$ cat config.mk
export PLATFORM = sky130hd
export DESIGN_NAME = vid_pkt_sched
export DESIGN_NICKNAME = d
export VERILOG_FILES = /design/src/rtl/vps_pkg.sv /design/src/rtl/vps_cfg_shadow.sv /design/src/rtl/vps_raster_cnt.sv /design/src/rtl/vps_pkt_build.sv /design/src/rtl/vid_pkt_sched.sv
export SDC_FILE = /design/constraint.sdc
export NUM_CORES = 1
export LEC_CHECK = 0
export BUFFER_PORTS_ARGS = -buffer_cell sky130_fd_sc_hd__buf_2
export CORE_MARGIN = 4
export CORE_UTILIZATION = 40
export CTS_CLUSTER_SIZE = 14
export DETAILED_ROUTE_END_ITERATION = 7
export GPL_ROUTABILITY_DRIVEN = 0
export HOLD_SLACK_MARGIN = 0.06
export SYNTH_ARGS = -nofsm -noshare
export SYNTH_HDL_FRONTEND = slang
export SYNTH_SLANG_ARGS = --single-unit
export TNS_END_PERCENT = 20
$ cat constraint.sdc
create_clock -name clk -period 6.7 [get_ports clk]
set_clock_uncertainty 0.2 [all_clocks]
set_input_delay 1.34 -clock clk [delete_from_list [all_inputs] [get_ports clk]]
set_output_delay 1.34 -clock clk [all_outputs]
set_load 0.01 [all_outputs]
$ cat src/rtl/vps_pkg.sv
`timescale 1ns/1ps
package vps_pkg;
  localparam logic [5:0] DT_VSYNC_ON  = 6'h01;
  localparam logic [5:0] DT_VSYNC_OFF = 6'h11;
  localparam logic [5:0] DT_HSYNC_ON  = 6'h21;
  localparam logic [5:0] DT_HSYNC_OFF = 6'h31;
  localparam logic [5:0] DT_BLANK     = 6'h19;
  localparam logic [5:0] DT_PIX16     = 6'h0E;
  localparam logic [5:0] DT_PIX24     = 6'h3E;

  localparam int LINE_SLOTS = 6;

  typedef enum logic [2:0] {
    SL_SYNC = 3'd0,
    SL_HSW  = 3'd1,
    SL_HEND = 3'd2,
    SL_HBP  = 3'd3,
    SL_ACT  = 3'd4,
    SL_HFP  = 3'd5
  } slot_e;

  // byte count of a segment of npix pixels
  function automatic logic [15:0] seg_bytes(input logic [15:0] npix, input logic fmt24);
    seg_bytes = fmt24 ? 16'(npix + (npix << 1)) : 16'(npix << 1);
  endfunction

  // line lies inside [lo, lo+len)
  function automatic logic in_span(input logic [15:0] line, input logic [15:0] lo,
                                   input logic [15:0] len);
    logic [16:0] hi;
    hi = {1'b0, lo} + {1'b0, len};
    in_span = (line >= lo) && ({1'b0, line} < hi);
  endfunction
endpackage

$ cat src/rtl/vps_cfg_shadow.sv
`timescale 1ns/1ps
module vps_cfg_shadow #(
  parameter int HW = 12,
  parameter int VW = 10
) (
  input  logic                clk,
  input  logic                rst_n,
  input  logic                load,
  input  logic [3:0][HW-1:0]  h_in,
  input  logic [3:0][VW-1:0]  v_in,
  input  logic                fmt_in,
  output logic [3:0][HW-1:0]  h_q,
  output logic [3:0][VW-1:0]  v_q,
  output logic                fmt_q
);
  for (genvar i = 0; i < 4; i++) begin : g_fld
    logic [HW-1:0] h_r;
    logic [VW-1:0] v_r;
    always_ff @(posedge clk) begin
      if (!rst_n) begin
        h_r <= '0;
        v_r <= '0;
      end else if (load) begin
        h_r <= h_in[i];
        v_r <= v_in[i];
      end
    end
    assign h_q[i] = h_r;
    assign v_q[i] = v_r;
  end

  always_ff @(posedge clk) begin
    if (!rst_n)    fmt_q <= 1'b0;
    else if (load) fmt_q <= fmt_in;
  end
endmodule

$ cat src/rtl/vps_raster_cnt.sv
`timescale 1ns/1ps
module vps_raster_cnt #(
  parameter int LW    = 12,
  parameter int FW    = 16,
  parameter int SLOTS = 6
) (
  input  logic          clk,
  input  logic          rst_n,
  input  logic          adv,
  input  logic [LW-1:0] vtot,
  output logic [2:0]    slot,
  output logic [LW-1:0] line,
  output logic [FW-1:0] frame,
  output logic          line_end,
  output logic          wrap_evt
);
  localparam logic [2:0] LAST_SLOT = 3'(SLOTS - 1);

  logic last_line;
  assign last_line = (line == LW'(vtot - LW'(1)));
  assign line_end  = adv && (slot == LAST_SLOT);
  assign wrap_evt  = line_end && last_line;

  always_ff @(posedge clk) begin
    if (!rst_n) begin
      slot  <= '0;
      line  <= '0;
      frame <= '0;
    end else if (adv) begin
      if (slot == LAST_SLOT) begin
        slot <= '0;
        if (last_line) begin
          line  <= '0;
          frame <= frame + FW'(1);
        end else begin
          line <= line + LW'(1);
        end
      end else begin
        slot <= slot + 3'd1;
      end
    end
  end
endmodule

$ cat src/rtl/vps_pkt_build.sv
`timescale 1ns/1ps
module vps_pkt_build
  import vps_pkg::*;
#(
  parameter int HW = 12,
  parameter int VW = 10,
  parameter int LW = 12
) (
  input  logic [2:0]          slot,
  input  logic [LW-1:0]       line,
  input  logic [3:0][HW-1:0]  hcfg,
  input  logic [3:0][VW-1:0]  vcfg,
  input  logic                fmt24,
  output logic [5:0]          dtype,
  output logic                is_long,
  output logic [15:0]         field,
  output logic                is_pix
);
  logic        line_active;
  logic [15:0] act_lo;
  logic [5:0]  pix_dt;

  assign act_lo      = 16'(vcfg[0]) + 16'(vcfg[1]);
  assign line_active = in_span(16'(line), act_lo, 16'(vcfg[2]));
  assign pix_dt      = fmt24 ? DT_PIX24 : DT_PIX16;

  always_comb begin
    dtype   = DT_BLANK;
    is_long = 1'b1;
    field   = '0;
    is_pix  = 1'b0;
    case (slot_e'(slot))
      SL_SYNC: begin
        is_long = 1'b0;
        if (line == '0)                  dtype = DT_VSYNC_ON;
        else if (line == LW'(vcfg[0]))   dtype = DT_VSYNC_OFF;
        else                             dtype = DT_HSYNC_ON;
      end
      SL_HSW:  field = seg_bytes(16'(hcfg[0]), fmt24);
      SL_HEND: begin
        is_long = 1'b0;
        dtype   = DT_HSYNC_OFF;
      end
      SL_HBP:  field = seg_bytes(16'(hcfg[1]), fmt24);
      SL_ACT: begin
        field  = seg_bytes(16'(hcfg[2]), fmt24);
        is_pix = line_active;
        if (line_active) dtype = pix_dt;
      end
      SL_HFP:  field = seg_bytes(16'(hcfg[3]), fmt24);
      default: begin
        dtype   = DT_BLANK;
        is_long = 1'b1;
      end
    endcase
  end
endmodule

$ cat src/rtl/vid_pkt_sched.sv
`timescale 1ns/1ps
module vid_pkt_sched
  import vps_pkg::*;
#(
  parameter int HW = 12,
  parameter int VW = 10,
  parameter int FW = 16,
  localparam int LW = VW + 2
) (
  input  logic          clk,
  input  logic          rst_n,
  input  logic [HW-1:0] cfg_hsync,
  input  logic [HW-1:0] cfg_hbp,
  input  logic [HW-1:0] cfg_hact,
  input  logic [HW-1:0] cfg_hfp,
  input  logic [VW-1:0] cfg_vsync,
  input  logic [VW-1:0] cfg_vbp,
  input  logic [VW-1:0] cfg_vact,
  input  logic [VW-1:0] cfg_vfp,
  input  logic          cfg_fmt24,
  output logic          pkt_valid,
  input  logic          pkt_ready,
  output logic [5:0]    pkt_dtype,
  output logic          pkt_long,
  output logic [15:0]   pkt_field,
  output logic          pix_req,
  output logic          frame_start,
  output logic [LW-1:0] line_idx,
  output logic [FW-1:0] frame_cnt
);
  logic              valid_q;
  logic              accept;
  logic              frame_begin;
  logic              line_end;
  logic              wrap_evt;
  logic [2:0]        slot;
  logic [LW-1:0]     vtot;
  logic [3:0][HW-1:0] h_sh;
  logic [3:0][VW-1:0] v_sh;
  logic              fmt_sh;

  always_ff @(posedge clk) begin
    if (!rst_n) valid_q <= 1'b0;
    else        valid_q <= 1'b1;
  end

  assign accept      = valid_q && pkt_ready;
  assign frame_begin = accept && (slot == 3'(SL_SYNC)) && (line_idx == '0);
  assign vtot        = LW'(v_sh[0]) + LW'(v_sh[1]) + LW'(v_sh[2]) + LW'(v_sh[3]);

  vps_cfg_shadow #(.HW(HW), .VW(VW)) u_shadow (
    .clk    (clk),
    .rst_n  (rst_n),
    .load   (frame_begin),
    .h_in   ({cfg_hfp, cfg_hact, cfg_hbp, cfg_hsync}),
    .v_in   ({cfg_vfp, cfg_vact, cfg_vbp, cfg_vsync}),
    .fmt_in (cfg_fmt24),
    .h_q    (h_sh),
    .v_q    (v_sh),
    .fmt_q  (fmt_sh)
  );

  vps_raster_cnt #(.LW(LW), .FW(FW), .SLOTS(LINE_SLOTS)) u_raster (
    .clk      (clk),
    .rst_n    (rst_n),
    .adv      (accept),
    .vtot     (vtot),
    .slot     (slot),
    .line     (line_idx),
    .frame    (frame_cnt),
    .line_end (line_end),
    .wrap_evt (wrap_evt)
  );

  logic is_pix;

  vps_pkt_build #(.HW(HW), .VW(VW), .LW(LW)) u_build (
    .slot    (slot),
    .line    (line_idx),
    .hcfg    (h_sh),
    .vcfg    (v_sh),
    .fmt24   (fmt_sh),
    .dtype   (pkt_dtype),
    .is_long (pkt_long),
    .field   (pkt_field),
    .is_pix  (is_pix)
  );

  assign pkt_valid   = valid_q;
  assign pix_req     = valid_q && is_pix;
  assign frame_start = frame_begin;
endmodule

== Word level (Yosys, flattened, before mapping) ==
Index checks and enable logic that the tools add are counted.
Word-level totals
  bits in registers: 121
  bits of input ports: 92
Operators by class
  $add $sub $neg: 13
  reductions and logical operators: 10
  equality and inequality tests: 7
  order comparisons: 2
  mux-type cells: 15
Operators by type and width (count)
  $mux 16: 4
  $pmux 16 s4: 1
  $add 12x13->14: 4
  $mux 6: 4
  $add 10x10->11: 2
  $pmux 6 s3: 1
  $add 16x10->17: 1
  $lt 12x17->1: 1
  $add 16x1->16 const B: 1
  $ge 12x16->1: 1
  $add 11x10->12: 1
  $add 12x1->12 const B: 1
  $add 12x10->12: 1
  $eq 12x10->1: 1
  $eq 12x12->1: 1
  $logic_not 12->1: 1
  $mux 12: 1
  $sub 12x1->12 const B: 1
  $eq 3x2->1 const B: 2
  $eq 3x3->1 const B: 2
  $logic_and 1x1->1: 5
  $add 3x1->3 const B: 1
  $eq 3x1->1 const B: 1
  $logic_not 3->1: 1
  5 further kinds: 7

== Logic depth before layout (Yosys ltp) ==
  depth in word-level cells: 6
  depth in mapped cells: 21
  gate-level depth less buffers: 20

== Modules after synthesis ==
A second synthesis with hierarchy kept.
Second synthesis, totals
  cell total of the unflattened synthesis: 1247
  area, all modules: 10689.0 um^2
By module, submodules not included
  vps_pkt_build: cells each 588, seq. area each 0.0 um^2, area each 4322.9 um^2, instances 1
  vps_cfg_shadow: cells each 286, seq. area each 1781.7 um^2, area each 3350.7 um^2, instances 1
  vps_raster_cnt: cells each 240, seq. area each 620.6 um^2, area each 1946.9 um^2, instances 1
  vid_pkt_sched: cells each 133, seq. area each 20.0 um^2, area each 1068.5 um^2, instances 1

== Worst setup path after synthesis ==
No wires, ideal clock.
  path type: register to output
  start point: register u_shadow.g_fld[0].v_r[0]
  end point: output port pkt_dtype[2]
  required time: 5.160 ns
  stages on the path, launching flop included: 22
  data arrival time: 3.952 ns
  slack: 1.208 ns
  cells stage by stage: dfxtp_1 ha_1 fa_1 a21o_1 a21oi_1 o21bai_1 a21oi_1 o21ai_0 xor2_1 ha_1 a21oi_1 o21ai_0 xnor2_1 ha_1 a21oi_1 nor2b_1 o21ai_0 nand2_1 nor3_1 o211ai_1 nor2_1 buf_4
Between the ends
  longest elaborated chain between the ends: 6
RTL lines
  start: declaration: line vps_cfg_shadow.sv:18  | logic [VW-1:0] v_r;
  start signal: assignment: line vps_cfg_shadow.sv:25  | v_r <= v_in[i];
  $add 10x10->11 (*): line vps_pkt_build.sv:23  | assign act_lo = 16'(vcfg[0]) + 16'(vcfg[1]);
  $add 16x10->17: line vps_pkg.sv:31  | hi = {1'b0, lo} + {1'b0, len};
  $lt 12x17->1: line vps_pkg.sv:32  | in_span = (line >= lo) && ({1'b0, line} < hi);
  $logic_and 1x1->1 (*): line vps_pkg.sv:32
  $mux 6 (*): line vps_pkt_build.sv:48  | if (line_active) dtype = pix_dt;
  $pmux 6 s3 (*): line vps_pkt_build.sv:32  | case (slot_e'(slot))
  end: declaration: line vid_pkt_sched.sv:23  | output logic [5:0] pkt_dtype,
Mark *: on every way between the ends. The rest lies on a longest branch, timed or not.

== Worst setup path in the final report ==
  start point: register u_shadow.g_fld[0].v_r[0]
  end point: output port pkt_dtype[4]
Between the ends
  longest elaborated chain between the ends: 6
RTL lines (line)
  $add 10x10->11: vps_pkt_build.sv:23
  $add 16x10->17: vps_pkg.sv:31
  $lt 12x17->1: vps_pkg.sv:32
  $logic_and 1x1->1: vps_pkg.sv:32
  $mux 6: vps_pkt_build.sv:48
  $pmux 6 s3 (*): vps_pkt_build.sv:32
Marked as above.

==> impl_summary.log <==
INFO  metric outcome = completed
INFO  metric fillerInstances = between 2000 and 3000
INFO  metric vias = 9527
INFO  metric netlist_top_cells_count = sky130_fd_sc_hd__nand2_1 (234), sky130_fd_sc_hd__a21oi_1 (136), sky130_fd_sc_hd__dfxtp_1 (121)
INFO  metric core.rowCount = 58
INFO  metric multiInputGateArea = 7050 um^2
INFO  metric tritoncts_num_sinks = 121
INFO  metric yosys_register_bits = 121
INFO  metric cts-htree-levels = 4
INFO  metric criticalPathCategory = flop to output port
INFO  metric yosysWarnings = 0
INFO  metric first_pass_grt_wire_length = around 48000 um
INFO  metric synth_async_sr_flop_share = 0%
INFO  metric synth-seq-area-share = about a quarter
INFO  metric num_io_pins = 146
INFO  metric post-place-ws = 0.590 ns
INFO  metric grt_max_degree = between 90 and 100
INFO  metric die-height = 167 um
INFO  metric placed_cell_area = around 11000 um^2
INFO  metric finalWirelength = 30500 um
INFO  metric iteration_0_drc_markers = 650
INFO  metric worstMarginPinSlew = 0.878 ns
INFO  metric antenna_violations_before_repair = 0
INFO  metric drc = 0
INFO  metric aggregate_global_route_resource_usage = 21.1%
INFO  metric tritoncts.num_buffers = 17
INFO  metric layout_worst_path_cycle_share = a little over nine tenths
INFO  metric slew-limit-headroom = 41.2%
INFO  metric yosysUniqueCellTypes = 76
INFO  metric post_synth_instance_area = between 10000 and 15000 um^2
INFO  metric slew_violations = 0
INFO  metric dp_hpwl = approximately 23000 um
INFO  metric cts.root.buffer_cell = sky130_fd_sc_hd__clkbuf_16
INFO  metric cp_data_arrival_time = around 4.9 ns
INFO  metric timing.critical_path.from_type = flop
INFO  metric worst_ir_drop_vdd = ~140 uV
INFO  metric cts_tree = built
INFO  metric setup_ws = 0.259 ns
INFO  metric drive_gt1_share = 16.4%
INFO  metric postSynthAreaPerCell = 7.81 um^2
INFO  metric hold_buffers = 0
INFO  metric synth_most_common_cell = sky130_fd_sc_hd__nand2_1
INFO  metric p_leak = 0.00506 uW
INFO  metric synth_edf_count = 0
INFO  metric power_density_over_the_cells = about 220 nW/um^2
INFO  metric firstDrtPassIters = 5
INFO  metric wl_per_cell = 17.4 um
INFO  metric post_synth_top_area_share = a little under a quarter
INFO  metric n_antenna_cell = 0
INFO  metric port-buffer-count = ~140
INFO  metric setup.worst_path.end_class = output port
INFO  metric setup_violations = 0
INFO  metric seqCellArea = about 2400 um^2
INFO  metric die_outline_area = 28000 um^2
INFO  metric gr-total-overflow = 0
INFO  metric nets_finish = about 1600
INFO  metric vias_per_cell = roughly 5.4
INFO  metric max_cap_viols = 0
INFO  metric layout_min_cycle_time = around 6.4 ns
INFO  metric grt_pass1_vias = ~8800
INFO  metric fmax = 155 MHz
INFO  metric worstSkewPairLatency = 0.42 ns
INFO  metric area_added_between_synthesis_and_finish = 15.6%
INFO  metric postSynth.topFlopCell = sky130_fd_sc_hd__dfxtp_1
INFO  metric clk_path_buf_depth = 2
INFO  metric timing_hold_violations_final = 0
INFO  metric worst_setup_hold_path_clk_slew = ~0.06 ns
INFO  metric yosys-top-cells-area = sky130_fd_sc_hd__dfxtp_1 (24%), sky130_fd_sc_hd__ha_1 (15%), sky130_fd_sc_hd__nand2_1 (8.6%)
INFO  metric postSynthCellCount = roughly 1300
INFO  metric initial_cell_density_of_the_core = between 40% and 50%
INFO  metric final_design_area_no_fill = about 12000 um^2
INFO  metric core-area = between 20000 and 30000 um^2
INFO  metric drt_antenna_net_count = 0
INFO  metric worstPathMaxFanout = 5
INFO  metric horiz_die_dim = between 150 and 200 um
INFO  metric worstHoldPathType = flop to flop
INFO  metric synth_top_area_cell = sky130_fd_sc_hd__dfxtp_1
INFO  metric critical_path_required = 5.16 ns
[final timing paths]
kind | start | to | slack (ns) | cells after the start
setup / recovery | u_shadow.g_fld[0].v_r[0] | pkt_dtype[4] | 0.26 | 21
hold / removal | u_shadow.g_fld[3].v_r[7] | u_shadow.g_fld[3].v_r[7] | 0.26 | 2
setup reg to reg | u_shadow.g_fld[2].v_r[1] | u_raster.frame[15] | 1.27 | 17
hold reg to reg | u_shadow.g_fld[3].v_r[7] | u_shadow.g_fld[3].v_r[7] | 0.26 | 2
[through the flow]
step                total power, uW  TNS [ns]  std cells  hold WS, ns  util, %
floorplan                      1290         0       1302        0.236        -
global placement               1440         0       1718        0.243     43.8
detailed placement             1450         0       1718        0.254     43.8
CTS                            2570         0       1750        0.262     46.5
global route                   2700    -0.249       1755        0.283     46.8
finish                         2570         0       1755        0.263     46.8
[cell usage in the layout, fill, tap and decap left out, drive strengths merged, types with 27 or more instances in the layout]
cell / Yosys / layout
ha: 118 / 118
xor2: 33 / 33
xnor2: 57 / 57
o21ai: 47 / 47
nand3: 27 / 27
a21oi: 146 / 146
inv: 96 / 98
nand2: 244 / 244
nor2: 66 / 66
dfxtp: 121 / 121
buf: 30 / 154
[power by group]
part	internal, uW	leakage, uW	switching (uW)
logic	285	0.00373	379
registers	748	0.000985	42.2
clock network	723	0.000339	388
[critical path, stage by stage, from the launching register on]
cell	delay, ns
sky130_fd_sc_hd__dfxtp_1	0.35
sky130_fd_sc_hd__ha_1	0.25
sky130_fd_sc_hd__fa_1	0.53
sky130_fd_sc_hd__inv_1	0.08
sky130_fd_sc_hd__fa_1	0.42
sky130_fd_sc_hd__inv_1	0.07
sky130_fd_sc_hd__a21oi_1	0.05
sky130_fd_sc_hd__o21bai_1	0.20
sky130_fd_sc_hd__a21oi_1	0.11
sky130_fd_sc_hd__o21bai_1	0.27
sky130_fd_sc_hd__a31oi_1	0.19
sky130_fd_sc_hd__o21ai_1	0.21
sky130_fd_sc_hd__xnor2_1	0.15
sky130_fd_sc_hd__ha_1	0.26
sky130_fd_sc_hd__nor2b_1	0.13
sky130_fd_sc_hd__o21ai_1	0.12
sky130_fd_sc_hd__nand2_1	0.07
sky130_fd_sc_hd__nor3_1	0.16
sky130_fd_sc_hd__o211ai_1	0.32
sky130_fd_sc_hd__buf_4	0.24
sky130_fd_sc_hd__a2bb2oi_1	0.13
sky130_fd_sc_hd__buf_2	0.15
[state kept, by name, summed over array words and instances (netlist names)]
signal              count
u_shadow.g_fld.h_r     48
u_shadow.g_fld.v_r     40
u_raster.frame         16
u_raster.line          12
u_raster.slot           3
pkt_valid               1
u_shadow.fmt_q          1
[cell type report]
| cell class | count | area share (%) |
|---|---|---|
| clock buffer | 19 | 3.86 |
| multi-input combinational | 1021 | 60.0 |
| timing repair buffer | 154 | 6.80 |
| clock inverter | 13 | 2.02 |
| inverter | 97 | 3.17 |
| sequential | 121 | 20.6 |
| tap | 330 | 3.52 |
[timing repair]
| item | in CTS | in global routing |
|---|---|---|
| endpoints found under the setup margin | 0 | 6 |
| setup buffers | 0 | 5 |
| gates resized for setup | 0 | 12 |
[metal layers]
layer	part of all wire, %	vias up	track usage [%]
li1	-	4750	-
met1	50	4446	31.4
met2	42	287	31.1
met3	5.7	44	3.87
met4	2.1	0	6.21
met5	0	-	0
[cell families (layout without fill, tap and decap cells)]
group,Yosys count,after routing,synth area share [%]
DFF,121,121,23.8
adders and majority gates,143,143,19.5
and+or+nand+nor,442,442,19.5
buffers and inverters,160,283,7.14
other,1,2,0.0369
AOI/OAI and AO/OA,329,329,20.5
muxes,15,15,1.67
xor gates and xnor gates,90,90,7.76
Power figures use the tool's default switching activity.
